`src/rtl/clkseq_pkg.sv`:
```
package clkseq_pkg;
   typedef enum logic [1:0] {
      ST_OFF  = 2'd0,
      ST_DLY  = 2'd1,
      ST_WAIT = 2'd2,
      ST_RUN  = 2'd3
   } seq_st_e;
endpackage

```
`src/rtl/clkseq_req_sync.sv`:
```
module clkseq_req_sync #(
   parameter int STAGES = 2
) (
   input  logic clk,
   input  logic rst_n,
   input  logic req_i,
   output logic req_o
);
   initial begin
      if (STAGES < 0) $error("clkseq_req_sync: STAGES must not be negative");
   end

   generate
      if (STAGES == 0) begin : g_bypass
         assign req_o = req_i;
      end else begin : g_chain
         logic [STAGES-1:0] chain_q;
         always_ff @(posedge clk or negedge rst_n) begin
            if (!rst_n) chain_q <= '1;
            else if (STAGES == 1) chain_q <= req_i;
            else chain_q <= {chain_q, req_i};
         end
         assign req_o = chain_q[STAGES-1];
      end
   endgenerate
endmodule

```
`src/rtl/clkseq_delay.sv`:
```
module clkseq_delay #(
   parameter int CYC = 50000
) (
   input  logic clk,
   input  logic rst_n,
   input  logic load_i,
   input  logic run_i,
   output logic done_o
);
   localparam int W = (CYC > 1) ? $clog2(CYC) : 1;
   localparam logic [W-1:0] LOAD_V = W'(CYC - 1);

   initial begin
      if (CYC < 1) $error("clkseq_delay: CYC must be at least 1");
   end

   logic [W-1:0] cnt_q;

   always_ff @(posedge clk or negedge rst_n) begin
      if (!rst_n) cnt_q <= LOAD_V;
      else if (load_i) cnt_q <= LOAD_V;
      else if (run_i && cnt_q != '0) cnt_q <= cnt_q - 1'b1;
   end

   assign done_o = (cnt_q == '0);
endmodule

```
`src/rtl/clkseq_budget.sv`:
```
module clkseq_budget #(
   parameter int LIMIT = 200000
) (
   input  logic clk,
   input  logic rst_n,
   input  logic clr_i,
   input  logic cnt_en_i,
   output logic err_o
);
   localparam int W = $clog2(LIMIT + 1);
   localparam logic [W-1:0] LAST_V = W'(LIMIT - 1);

   initial begin
      if (LIMIT < 2) $error("clkseq_budget: LIMIT must be at least 2");
   end

   logic [W-1:0] cnt_q;
   logic         err_q;

   always_ff @(posedge clk or negedge rst_n) begin
      if (!rst_n) begin
         cnt_q <= '0;
         err_q <= 1'b0;
      end else if (clr_i) begin
         cnt_q <= '0;
         err_q <= 1'b0;
      end else if (cnt_en_i && !err_q) begin
         if (cnt_q == LAST_V) err_q <= 1'b1;
         cnt_q <= cnt_q + 1'b1;
      end
   end

   assign err_o = err_q;
endmodule

```
`src/rtl/clkseq_top.sv`:
```
module clkseq_top #(
   parameter int DELAY_CYC   = 50000,
   parameter int TIMEOUT_CYC = 200000,
   parameter int SYNC_STAGES = 2
) (
   input  logic       clk,
   input  logic       rst_n,
   input  logic       supply_ok,
   input  logic       pwr_down_req,
   input  logic       in_clk_ok,
   input  logic       pll_lock,
   output logic       out_en,
   output logic       lock_stat,
   output logic [1:0] state_o,
   output logic       budget_err
);
   import clkseq_pkg::*;

   initial begin
      if (TIMEOUT_CYC <= DELAY_CYC)
         $error("clkseq_top: TIMEOUT_CYC must exceed DELAY_CYC");
   end

   seq_st_e st_q, st_d;
   logic    pd_s;
   logic    dly_done;
   logic    reached_q;
   logic    lock_q;

   clkseq_req_sync #(.STAGES(SYNC_STAGES)) i_sync (
      .clk(clk), .rst_n(rst_n), .req_i(pwr_down_req), .req_o(pd_s)
   );

   clkseq_delay #(.CYC(DELAY_CYC)) i_delay (
      .clk(clk), .rst_n(rst_n),
      .load_i(st_q == ST_OFF), .run_i(st_q == ST_DLY), .done_o(dly_done)
   );

   clkseq_budget #(.LIMIT(TIMEOUT_CYC)) i_budget (
      .clk(clk), .rst_n(rst_n),
      .clr_i(!supply_ok || st_q == ST_OFF),
      .cnt_en_i((st_q == ST_DLY || st_q == ST_WAIT) && in_clk_ok && !reached_q),
      .err_o(budget_err)
   );

   always_comb begin
      st_d = st_q;
      unique case (st_q)
         ST_OFF:  if (supply_ok) st_d = ST_DLY;
         ST_DLY:  if (dly_done) st_d = ST_WAIT;
         ST_WAIT: if (in_clk_ok && !pd_s && pll_lock) st_d = ST_RUN;
         ST_RUN:  if (pd_s || !in_clk_ok) st_d = ST_WAIT;
         default: st_d = ST_OFF;
      endcase
      if (!supply_ok) st_d = ST_OFF;
   end

   always_ff @(posedge clk or negedge rst_n) begin
      if (!rst_n) begin
         st_q      <= ST_OFF;
         reached_q <= 1'b0;
         lock_q    <= 1'b0;
      end else begin
         st_q <= st_d;
         if (!supply_ok) reached_q <= 1'b0;
         else if (st_q == ST_RUN) reached_q <= 1'b1;
         if (!supply_ok || pd_s) lock_q <= 1'b0;
         else if (pll_lock) lock_q <= 1'b1;
      end
   end

   assign out_en    = (st_q == ST_RUN);
   assign lock_stat = lock_q;
   assign state_o   = st_q;
endmodule

```
`config.mk`:
```
export PLATFORM = sky130hd
export DESIGN_NAME = clkseq_top
export DESIGN_NICKNAME = d
export VERILOG_FILES = /design/src/rtl/clkseq_pkg.sv /design/src/rtl/clkseq_req_sync.sv /design/src/rtl/clkseq_delay.sv /design/src/rtl/clkseq_budget.sv /design/src/rtl/clkseq_top.sv
export SDC_FILE = /design/constraint.sdc
export NUM_CORES = 1
export LEC_CHECK = 0
export BUFFER_PORTS_ARGS = -buffer_cell sky130_fd_sc_hd__buf_2
export CORE_UTILIZATION = 65
export CTS_CLUSTER_SIZE = 12
export DETAILED_ROUTE_END_ITERATION = 7
export PLACE_DENSITY_LB_ADDON = 0.08
export SYNTH_ARGS = -nofsm -noshare
export SYNTH_HDL_FRONTEND = slang
export SYNTH_SLANG_ARGS = --single-unit
```
`constraint.sdc`:
```
create_clock -name clk -period 5.57 [get_ports clk]
set_input_delay 0.557 -clock clk [delete_from_list [all_inputs] [get_ports clk]]
set_output_delay 0.557 -clock clk [all_outputs]
set_load 0.02 [all_outputs]
```
# [Word-level counts from Yosys, hierarchy flattened]
# Index checks and enable logic that the tools add are counted.
[word_totals] in_bits=6 elab_cells=57 reg_bits=41 output_inout_bits=5
[op_classes] addsub=2 muxes=16 eq_ne=8 reduce_logical=24
[op_table] cell="two-way mux 18 bit" count=2
[op_table] cell="two-way mux 16 bit" count=2
[op_table] cell="adder 18 x 1 -> 18 bit (second input constant)" count=1
[op_table] cell="== test 18 bit (second input constant)" count=1
[op_table] cell="zero test 16 bit" count=1
[op_table] cell="nonzero test 16 bit" count=1
[op_table] cell="subtractor 16 x 1 -> 16 bit (second input constant)" count=1
[op_table] cell="two-way mux 2 bit" count=4
[op_table] cell="case mux 2 bit (4 select lines)" count=1
[op_table] cell="nonzero test 2 bit" count=4
[op_table] cell="two-way mux 1 bit" count=7
[op_table] cell="logical AND 1 bit" count=6
[op_table] cell="inequality test 3 x 2 -> 1 bit (second input constant)" count=2
[op_table] cell="zero test 1 bit" count=5
[op_table] cell="== test 2 bit (second input constant)" count=2
[op_table] cell="logical OR 1 bit" count=4
[op_table] cell="inequality test 3 bit (second input constant)" count=1
[op_table] cell="AND reduction 3 bit" count=1
[op_table] cell="== test 2 x 1 -> 1 bit (second input constant)" count=1
[op_table] cell="zero test 2 bit" count=1
[op_table] cell="inequality test 2 x 1 -> 1 bit (second input constant)" count=1
[op_table] cell="AND reduction 2 bit" count=1

# [Logic depth before layout (Yosys ltp)]
# Gate-level depths: netlist (run 1).
[depth] ltp_word=7 ltp_mapped=7 depth_no_buf=6

# [By module]
# A second synthesis (run 1) with hierarchy kept.
[hier_totals] cells_unflattened=223 area_unflattened_um2=2254.7
[by_module_without_submodules] module="clkseq_delay" cells_each=96 area_per_inst_um2=975.9 n_inst=1 seq_area_each_um2=411.6
[by_module_without_submodules] module="clkseq_budget" cells_each=100 area_per_inst_um2=974.7 n_inst=1 seq_area_each_um2=475.5
[by_module_without_submodules] module="clkseq_top" cells_each=25 area_per_inst_um2=251.5 n_inst=1 seq_area_each_um2=100.1
[by_module_without_submodules] module="clkseq_req_sync" cells_each=2 area_per_inst_um2=52.6 n_inst=1 seq_area_each_um2=52.6

# [Least setup slack after synthesis (run 1)]
# No wires, ideal clock.
[synth_path] path_kind="register to register" startpoint="register st_q[1] (netlist: state_o[1])" endpoint="register i_delay.cnt_q[5]" period_less_slack_ns=2.271 path_stages_with_launch=8 setup_ns=0.127 path_buffers=1 path_slack_ns=3.299 arrival_time_ns=2.144 required_ns=5.443 path_cell_list="dfrtp_1 -> inv_1 -> ha_1 -> or4b_1 -> clkbuf_1 -> or2_1 -> a211o_1 -> mux2_1"
[synth_between] elab_chain_cells=3 word_cells_on_any_way=5 classes_between="1 x eq/ne; 1 x mux; 3 x reduce/logical"
[synth_lines] element="start: declaration" line="clkseq_top.sv:24" rtl="seq_st_e st_q, st_d;"
[synth_lines] element="start signal: assignment" line="clkseq_top.sv:64" rtl="st_q <= st_d;"
[synth_lines] element="== test 2 x 1 -> 1 bit" line="clkseq_top.sv:36" rtl=".load_i(st_q == ST_OFF), .run_i(st_q == ST_DLY), .done_o(dly_done)"
[synth_lines] element="logical AND 1 bit" line="clkseq_delay.sv:22" rtl="else if (run_i && cnt_q != '0) cnt_q <= cnt_q - 1'b1;"
[synth_lines] element="nonzero test 2 bit (no source line)"
[synth_lines] element="end signal: assignment" line="clkseq_delay.sv:22"
[synth_lines] element="end: declaration" line="clkseq_delay.sv:17" rtl="logic [W-1:0] cnt_q;"
# Several ways; a longest one is shown, not always the timed one.
# A chain may end at the register's enable or synchronous reset.

# [Final worst setup path (run 1)]
[layout_path] startpoint="register st_q[1] (netlist: state_o[1])" endpoint="register i_budget.cnt_q[15]"
[layout_between] elab_chain_cells=6 word_cells_on_any_way=10 classes_between="2 x eq/ne; 1 x mux; 7 x reduce/logical"
[layout_lines] element="== test 2 x 1 -> 1 bit / == test 2 bit (equally long branches)" line="clkseq_top.sv:42" rtl=".cnt_en_i((st_q == ST_DLY || st_q == ST_WAIT) && in_clk_ok && !reached_q),"
[layout_lines] element="logical OR 1 bit" line="clkseq_top.sv:42"
[layout_lines] element="logical AND 1 bit (2 in a row)" line="clkseq_top.sv:42"
[layout_lines] element="logical AND 1 bit" line="clkseq_budget.sv:27" rtl="end else if (cnt_en_i && !err_q) begin"
[layout_lines] element="nonzero test 2 bit (no source line)"
[layout_lines] element="end signal: assignment" line="clkseq_budget.sv:29" rtl="cnt_q <= cnt_q + 1'b1;"
[layout_lines] element="end: declaration" line="clkseq_budget.sv:17" rtl="logic [W-1:0] cnt_q;"
# Several ways; a longest one is shown, not always the timed one.

==> results by group, run 1 <==
GRT
  – First-pass GRT wire length: 7860 um
  – Remaining Overflow, GRT: 0
  – GRT Total Usage: 0.289
  – Vias in the first global route: 1750
  – Initial antenna violation count: 0
  – Largest net degree at the start of global routing: 42

Routing
  – DR WL/cell: 15.8 um
  – WL final: 4530 um
  – DRT Pass-1 Iters: 4
  – Drt drc: 0
  – Vias per cell: 6.29
  – ANT nets after route: 0
  – Vias: around 1.8k
  – Iteration-0 DRC Markers: 226

Worst setup path
  – Crit path launch: state_o[1]
  – Crit start category: flop
  – R2r endpoint: i_budget.cnt_q[15]
  – Cells on worst reg2reg path: 6
  – WS Path Type: reg -> reg
  – Critical path data arrival time: ~2.8 ns
  – WP data required: 5.84 ns
  – Critical R2R Launch: state_o[1]
  – R2R setup slack: 3.02 ns
  – Critical Path End Type: flop
  – Worst-path maximum fanout: 16
  – Critical Path End: i_budget.cnt_q[15]

Clock tree
  – Clk buf depth: 2
  – Num CTS Buffers: 5
  – Clock Sinks: between 40 and 50
  – CTS Hold Bufs: 0
  – Setup bufs post-CTS: 0
  – Clock latency on the worst-skew pair: 0.36 ns
  – CTS root buf: clkbuf_4
  – CTS H-Tree Depth: 2
  – Reg clk slew, reported paths: about 0.14 ns
  – CTS resizes: 0
  – TritonCTS clock tree: built

Finish
  – Layout area overhead: 5.78%
  – Final net count: between 200 and 300
  – Core Util, Final: 0.720
  – Post-route cell area: 2400 um^2
  – Layout cells sized above 1: 0.162
  – Antenna diodes: 0

Power
  – Leakage power total: 0.931 nW
  – VDD IR max: 170 uV
  – Pwr dens: 307 nW/um^2

Synthesis
  – Synth warn: 0
  – Mapped Nets: 245
  – Gate Count Post-Synth: about 230
  – Post-synth top flop: dfrtp_1
  – Cell Area, Synth: 2270 um^2
  – Seq/Total Area, Yosys: 0.458
  – Post-synth EDFFs: 0
  – Async SR Flop Fraction: 1.00
  – Yosys reg bits: a little over 40
  – Yosys cell types: 44
  – Mean Syn Cell Area: 9.75 um^2

Die
  – Die ar.: 3730 um^2
  – Initial Utilization: 0.681
  – Die H: 61.1 um
  – Die X: a little over 60 um
  – Site row count: 21
  – Core footprint: 3340 um^2
  – I/O pin count: 11

STA
  – Fin Hold WS: 0.271 ns
  – Max_slew headroom: 0.412
  – Final setup vio count: 0
  – Final Cycle Share: 0.459
  – Fmax: 391 MHz
  – Unrepaired setup endpoints after global routing: false
  – Slew Viols, Final: 0
  – Slew @ Worst Pin: 0.882 ns
  – Final critical-path required period: about 2.6 ns
  – Final hold violations: 0
  – Setup TNS: 0 ns
  – Layout Skew: about 0.021 ns

Place
  – Hpwl dp: approximately 3200 um
  – I/O Buffers: 10
  – Final Wtd Congestion: roughly 0.82
  – Post-DP Area: 2330 um^2

Run
  – Max-cap violations: 0

Min path
  – Hold path start: pwr_down_req
  – Min-Delay Path Class: in -> reg

Outcome
  – Status: finished clean
## power breakdown
part	internal (mW)	switching, mW
registers	0.313	0.0145
clock network	0.0942	0.100
logic	0.0680	0.148
## per-layer routing
| metal | global-route usage | share of wire | vias up |
|---|---|---|---|
| li1 | - | - | 871 |
| met1 | 0.359 | 0.42 | 895 |
| met2 | 0.491 | 0.53 | 34 |
| met3 | 0.0714 | 0.028 | 5 |
| met4 | 0.101 | 0.013 | 0 |
| met5 | 0 | 0 | - |
## cell usage after synthesis (4+ instances only)
cell type | count | area, um^2
o31ai_1 | 9 | 67.6
dfstp_2 | 11 | 289
clkbuf_1 | 8 | 30.0
ha_1 | 6 | 75.1
xnor2_1 | 6 | 52.6
nor2_1 | 26 | 97.6
mux2i_1 | 6 | 60.1
dfrtp_1 | 30 | 751
and3_1 | 5 | 31.3
or3_1 | 4 | 25.0
inv_1 | 8 | 30.0
nor4_1 | 5 | 31.3
a21oi_1 | 16 | 80.1
o21ai_0 | 7 | 35.0
nand3_1 | 7 | 35.0
nor2b_1 | 7 | 43.8
or4_1 | 10 | 75.1
nand4_1 | 4 | 25.0
nand2_1 | 13 | 48.8
nor3_1 | 6 | 30.0
## layout by cell type, fill, tap and decap left out, drive strengths merged
cell,instances
inv,8
o31ai,9
o41ai,2
nand4,4
o21ai,8
or4b,4
dfrtp,30
a221oi,1
or3b,1
nor3,6
a31oi,1
nor3b,1
or3,5
a21boi,2
clkbuf,6
bufinv,1
and4bb,1
o21a,1
or2,5
xnor2,6
a21oi,16
ha,6
a311o,1
buf,10
nand2,13
nand4bb,1
dfstp,11
nor4bb,1
nor2,26
mux2i,6
nand3b,2
mux2,3
nand3,7
xor2,2
nor2b,7
a211o,2
or4,11
nor4,8
and3,5
clkinv,1
## area by class of cell
type                       instances  area, um^2
multi-input combinational        174        1150
inverter                           8        30.0
fill                             258         935
clock inverter                     2        35.0
clock buffer                       6        41.3
tap                               46        57.6
timing repair buffer              10        50.0
sequential                        41        1040
## logic make-up after synthesis
logic type / Yosys count / share of synthesized area
AND/OR/NAND/NOR: 108 / 0.282
AO/OA/AOI/OAI: 43 / 0.119
flip-flops: 41 / 0.458
buffers and inverters: 18 / 0.0364
multiplexers: 9 / 0.0413
XOR/XNOR: 8 / 0.0309
adder cells (fa/ha/maj): 6 / 0.0331
## stage by stage
step                setup WS (ns)  cells  total power [mW]
global route                 2.80    287             0.786
floorplan                    3.30    233             0.492
detailed placement           3.08    279             0.548
finish                       3.02    287             0.738
CTS                          3.04    287             0.741
global placement             3.19    279             0.533
## critical path, stage by stage, from the launching register on
cell      delay [ns]
dfrtp_1         0.45
inv_1           0.09
ha_1            0.30
and4bb_2        0.32
nand4_1         0.46
or4_1           0.67
a21oi_1         0.16
## registers in the layout (all words and copies together) (netlist names)
register	flops
i_budget.cnt_q	18
i_delay.cnt_q	16
i_sync.g_chain.chain_q	2
state_o	2
i_budget.err_o	1
lock_stat	1
reached_q	1
## worst min path at each step
| stage | to | cells after the start | slack, ns |
|---|---|---|---|
| 6_report | i_sync.g_chain.chain_q[0] | 1 | 0.27 |
| 5_1_grt | i_sync.g_chain.chain_q[0] | 1 | 0.24 |
| 4_1_cts | i_sync.g_chain.chain_q[0] | 1 | 0.27 |
| 3_5_place_dp | i_sync.g_chain.chain_q[1] | 0 | 0.35 |
| 3_3_place_gp | i_sync.g_chain.chain_q[1] | 0 | 0.35 |
| 2_1_floorplan | i_budget.cnt_q[0] | 0 | 0.26 |
Power figures use the tool's default switching activity.
==> run 2, diff against run 1 <==
--- a/config.mk
+++ b/config.mk
@@ -6,7 +6,7 @@
 export NUM_CORES = 1
 export LEC_CHECK = 0
 export BUFFER_PORTS_ARGS = -buffer_cell sky130_fd_sc_hd__buf_2
-export CORE_UTILIZATION = 65
+export CORE_UTILIZATION = 60
 export CTS_CLUSTER_SIZE = 12
 export DETAILED_ROUTE_END_ITERATION = 7
 export PLACE_DENSITY_LB_ADDON = 0.08
==> constraint.sdc (replaced) <==
create_clock -name clk -period 2.7 [get_ports clk]
set_input_delay 0.27 -clock clk [delete_from_list [all_inputs] [get_ports clk]]
set_output_delay 0.27 -clock clk [all_outputs]
set_load 0.02 [all_outputs]
==> run 2 against run 1 <==
  * Clock-buffer cell count unchanged
  * Fmax increased by 9.9%
  * Power increased by 120%
  * Cell count increased by 1.0%
  * Global-route usage decreased by 3.6 points
  * Die area increased by 8.1%
  * Critical endpoint is now i_delay.cnt_q[7]
==> results by group, run 2 (synthesis results as in run 1) <==
STA
  – Fmax: 430 MHz (+9.9%)
  – Slew Viols, Final: 0 (unchanged)
  – Final Cycle Share: 0.861 (+0.402)
  – Max_slew headroom: 0.407 (-0.00544)
  – Final hold violations: 0 (unchanged)
  – Layout Skew: 0.00580 ns (-0.0153 ns)
  – Final setup vio count: 0 (unchanged)
  – Unrepaired setup endpoints after global routing: false
  – Slew @ Worst Pin: 0.890 ns (+0.00816 ns)
  – Setup TNS: 0 ns (unchanged)
  – Final critical-path required period: 2.32 ns (-0.230 ns)

Place
  – Post-DP Area: 2340 um^2 (+0.65%)
  – Final Wtd Congestion: 0.824 (+0.41%)
  – Hpwl dp: 3310 um (+3.6%)
  – Post-Place Cells: 281 (+0.72%)
  – I/O Buffers: 10 (unchanged)

Min path
  – Min-Delay Path Class: in -> reg

Power
  – Leakage power total: 0.958 nW (+2.9%)
  – Pwr dens: 658 nW/um^2 (+110%)
  – Total Power: 1.62 mW (+120%)
  – VDD IR max: 397 uV (+130%)

Finish
  – Post-route cell area: 2460 um^2 (+2.2%)
  – Leading cell type in the layout, fill and taps excluded: dfrtp_1
  – Final net count: 255 (+1.2%)
  – Non-Filler Instances: 290 (+1.0%)
  – Layout area overhead: 8.15%
  – Most frequent cells in the layout: dfrtp_1 (30), nor2_1 (26), a21oi_1 (16), nand2_1 (13), dfstp_2 (11)
  – Largest register FFs: 18 (unchanged)
  – Antenna diodes: 0 (unchanged)
  – Core Util, Final: 0.708 (-0.0118)
  – Most flop-heavy register: i_budget.cnt_q
  – Layout cells sized above 1: 0.172 (+0.0103)
  – Top Registers: i_budget.cnt_q: 18 flops, i_delay.cnt_q: 16 flops

Clock tree
  – TritonCTS clock tree: built
  – Num CTS Buffers: 5 (unchanged)
  – Clk buf depth: 2 (unchanged)
  – CTS H-Tree Depth: 2 (unchanged)
  – CTS root buf: clkbuf_8
  – Reg clk slew, reported paths: 0.08 ns (-0.06 ns)
  – Clock Sinks: 41 (unchanged)
  – Clock latency on the worst-skew pair: 0.29 ns (-0.07 ns)

Die
  – Die H: 63.5 um (+4.0%)
  – Core footprint: 3470 um^2 (+3.9%)
  – Initial Utilization: 0.655 (-0.0258)
  – Die ar.: 4030 um^2 (+8.1%)
  – I/O pin count: 11 (unchanged)
  – Site row count: 21 (unchanged)
  – Die X: 63.5 um (+4.0%)

GRT
  – Initial antenna violation count: 0 (unchanged)
  – Largest net degree at the start of global routing: 42 (unchanged)
  – Remaining Overflow, GRT: 0 (unchanged)
  – Vias in the first global route: 1855 (+6.0%)
  – GRT Total Usage: 0.252 (-0.0362)
  – First-pass GRT wire length: 7990 um (+1.7%)

Routing
  – Vias per cell: 6.30 (+0.17%)
  – ANT nets after route: 0 (unchanged)
  – Iteration-0 DRC Markers: 177 (-22%)
  – DR WL/cell: 15.9 um (+1.1%)
  – Vias: 1827 (+1.2%)
  – Drt drc: 0 (unchanged)
  – WL final: 4620 um (+2.1%)
  – DRT Pass-1 Iters: 4 (unchanged)

Outcome
  – Status: finished clean

Worst setup path
  – Slowest library cell on the worst path: or4b_1
  – WP data required: 2.88 ns (-2.96 ns)
  – WS Path Type: reg -> reg
  – Critical path data arrival time: 2.50 ns (-0.32 ns)
  – Worst path cell trace: inv_1, ha_1, or4b_1, or2_1, a211o_1, mux2_1
  – Critical Path End Type: flop
  – Worst-path maximum fanout: 6 (-10)
  – Worst path max stage delay: 0.57 ns (-0.10 ns)
  – Crit start category: flop
  – R2R setup slack: 0.38 ns (-2.64 ns)

Run
  – Max-cap violations: 0 (unchanged)
## run 2: cell count changes in the layout (fill, tap and decap cells not counted), sizes merged
cell  change
buf       +3
## run 2: report_power, final
part	leakage (nW)	internal (mW)	switching, mW
combinational	0.371	0.147	0.313
sequential	0.533	0.646	0.0274
clock	0.0552	0.274	0.208
## run 2: layout make-up
cell class              instances  area [um^2]
repair buffers                 13         72.6
inverters                       8         30.0
clock buffers                   6         72.6
flip-flops and latches         41         1040
fillers                       272         1010
multi-input cells             174         1150
clock inverters                 2         35.0
well taps                      46         57.6
## run 2: final timing paths
| path | depth (start not counted) | startpoint | endpoint |
|---|---|---|---|
| min in group asynchronous | 1 | rst_n | i_delay.cnt_q[12] |
| setup / recovery | 6 | state_o[1] | i_delay.cnt_q[7] |
| setup reg to reg | 6 | state_o[1] | i_delay.cnt_q[7] |
| hold reg to reg | 0 | i_sync.g_chain.chain_q[0] | i_sync.g_chain.chain_q[1] |
| max in group asynchronous | 1 | rst_n | i_budget.cnt_q[12] |
| hold / removal | 1 | pwr_down_req | i_sync.g_chain.chain_q[0] |
## run 2: worst max-delay path, delay by kind of cell, from the launching register on
family | cells | cell delay (ns)
muxes | 1 | 0.31
AOI/OAI and AO/OA | 1 | 0.25
adders and majority gates | 1 | 0.25
buffers and inverters | 1 | 0.10
DFF | 1 | 0.43
and+or+nand+nor | 2 | 0.87
## run 2: repair_timing
action	in CTS	in global routing
buffers inserted	0	1
endpoints found under the setup margin	0	1
hold endpoints to repair	0	0
hold buffers	0	0
resized for setup	0	0
## run 2: per-stage QoR
stage | worst slack [ns] | hold WS (ns)
detailed placement | 0.209 | 0.347
global route | 0.215 | 0.0633
CTS | 0.186 | 0.0615
floorplan | 0.429 | -0.0256
finish | 0.375 | 0.0713
global placement | 0.349 | 0.345
## run 2: layer usage
layer,wire length (um),track usage,vias to the layer above
met5,0,0,-
li1,-,-,872
met4,96,0.0994,0
met1,1910,0.274,912
met3,140,0.0507,11
met2,2470,0.472,32
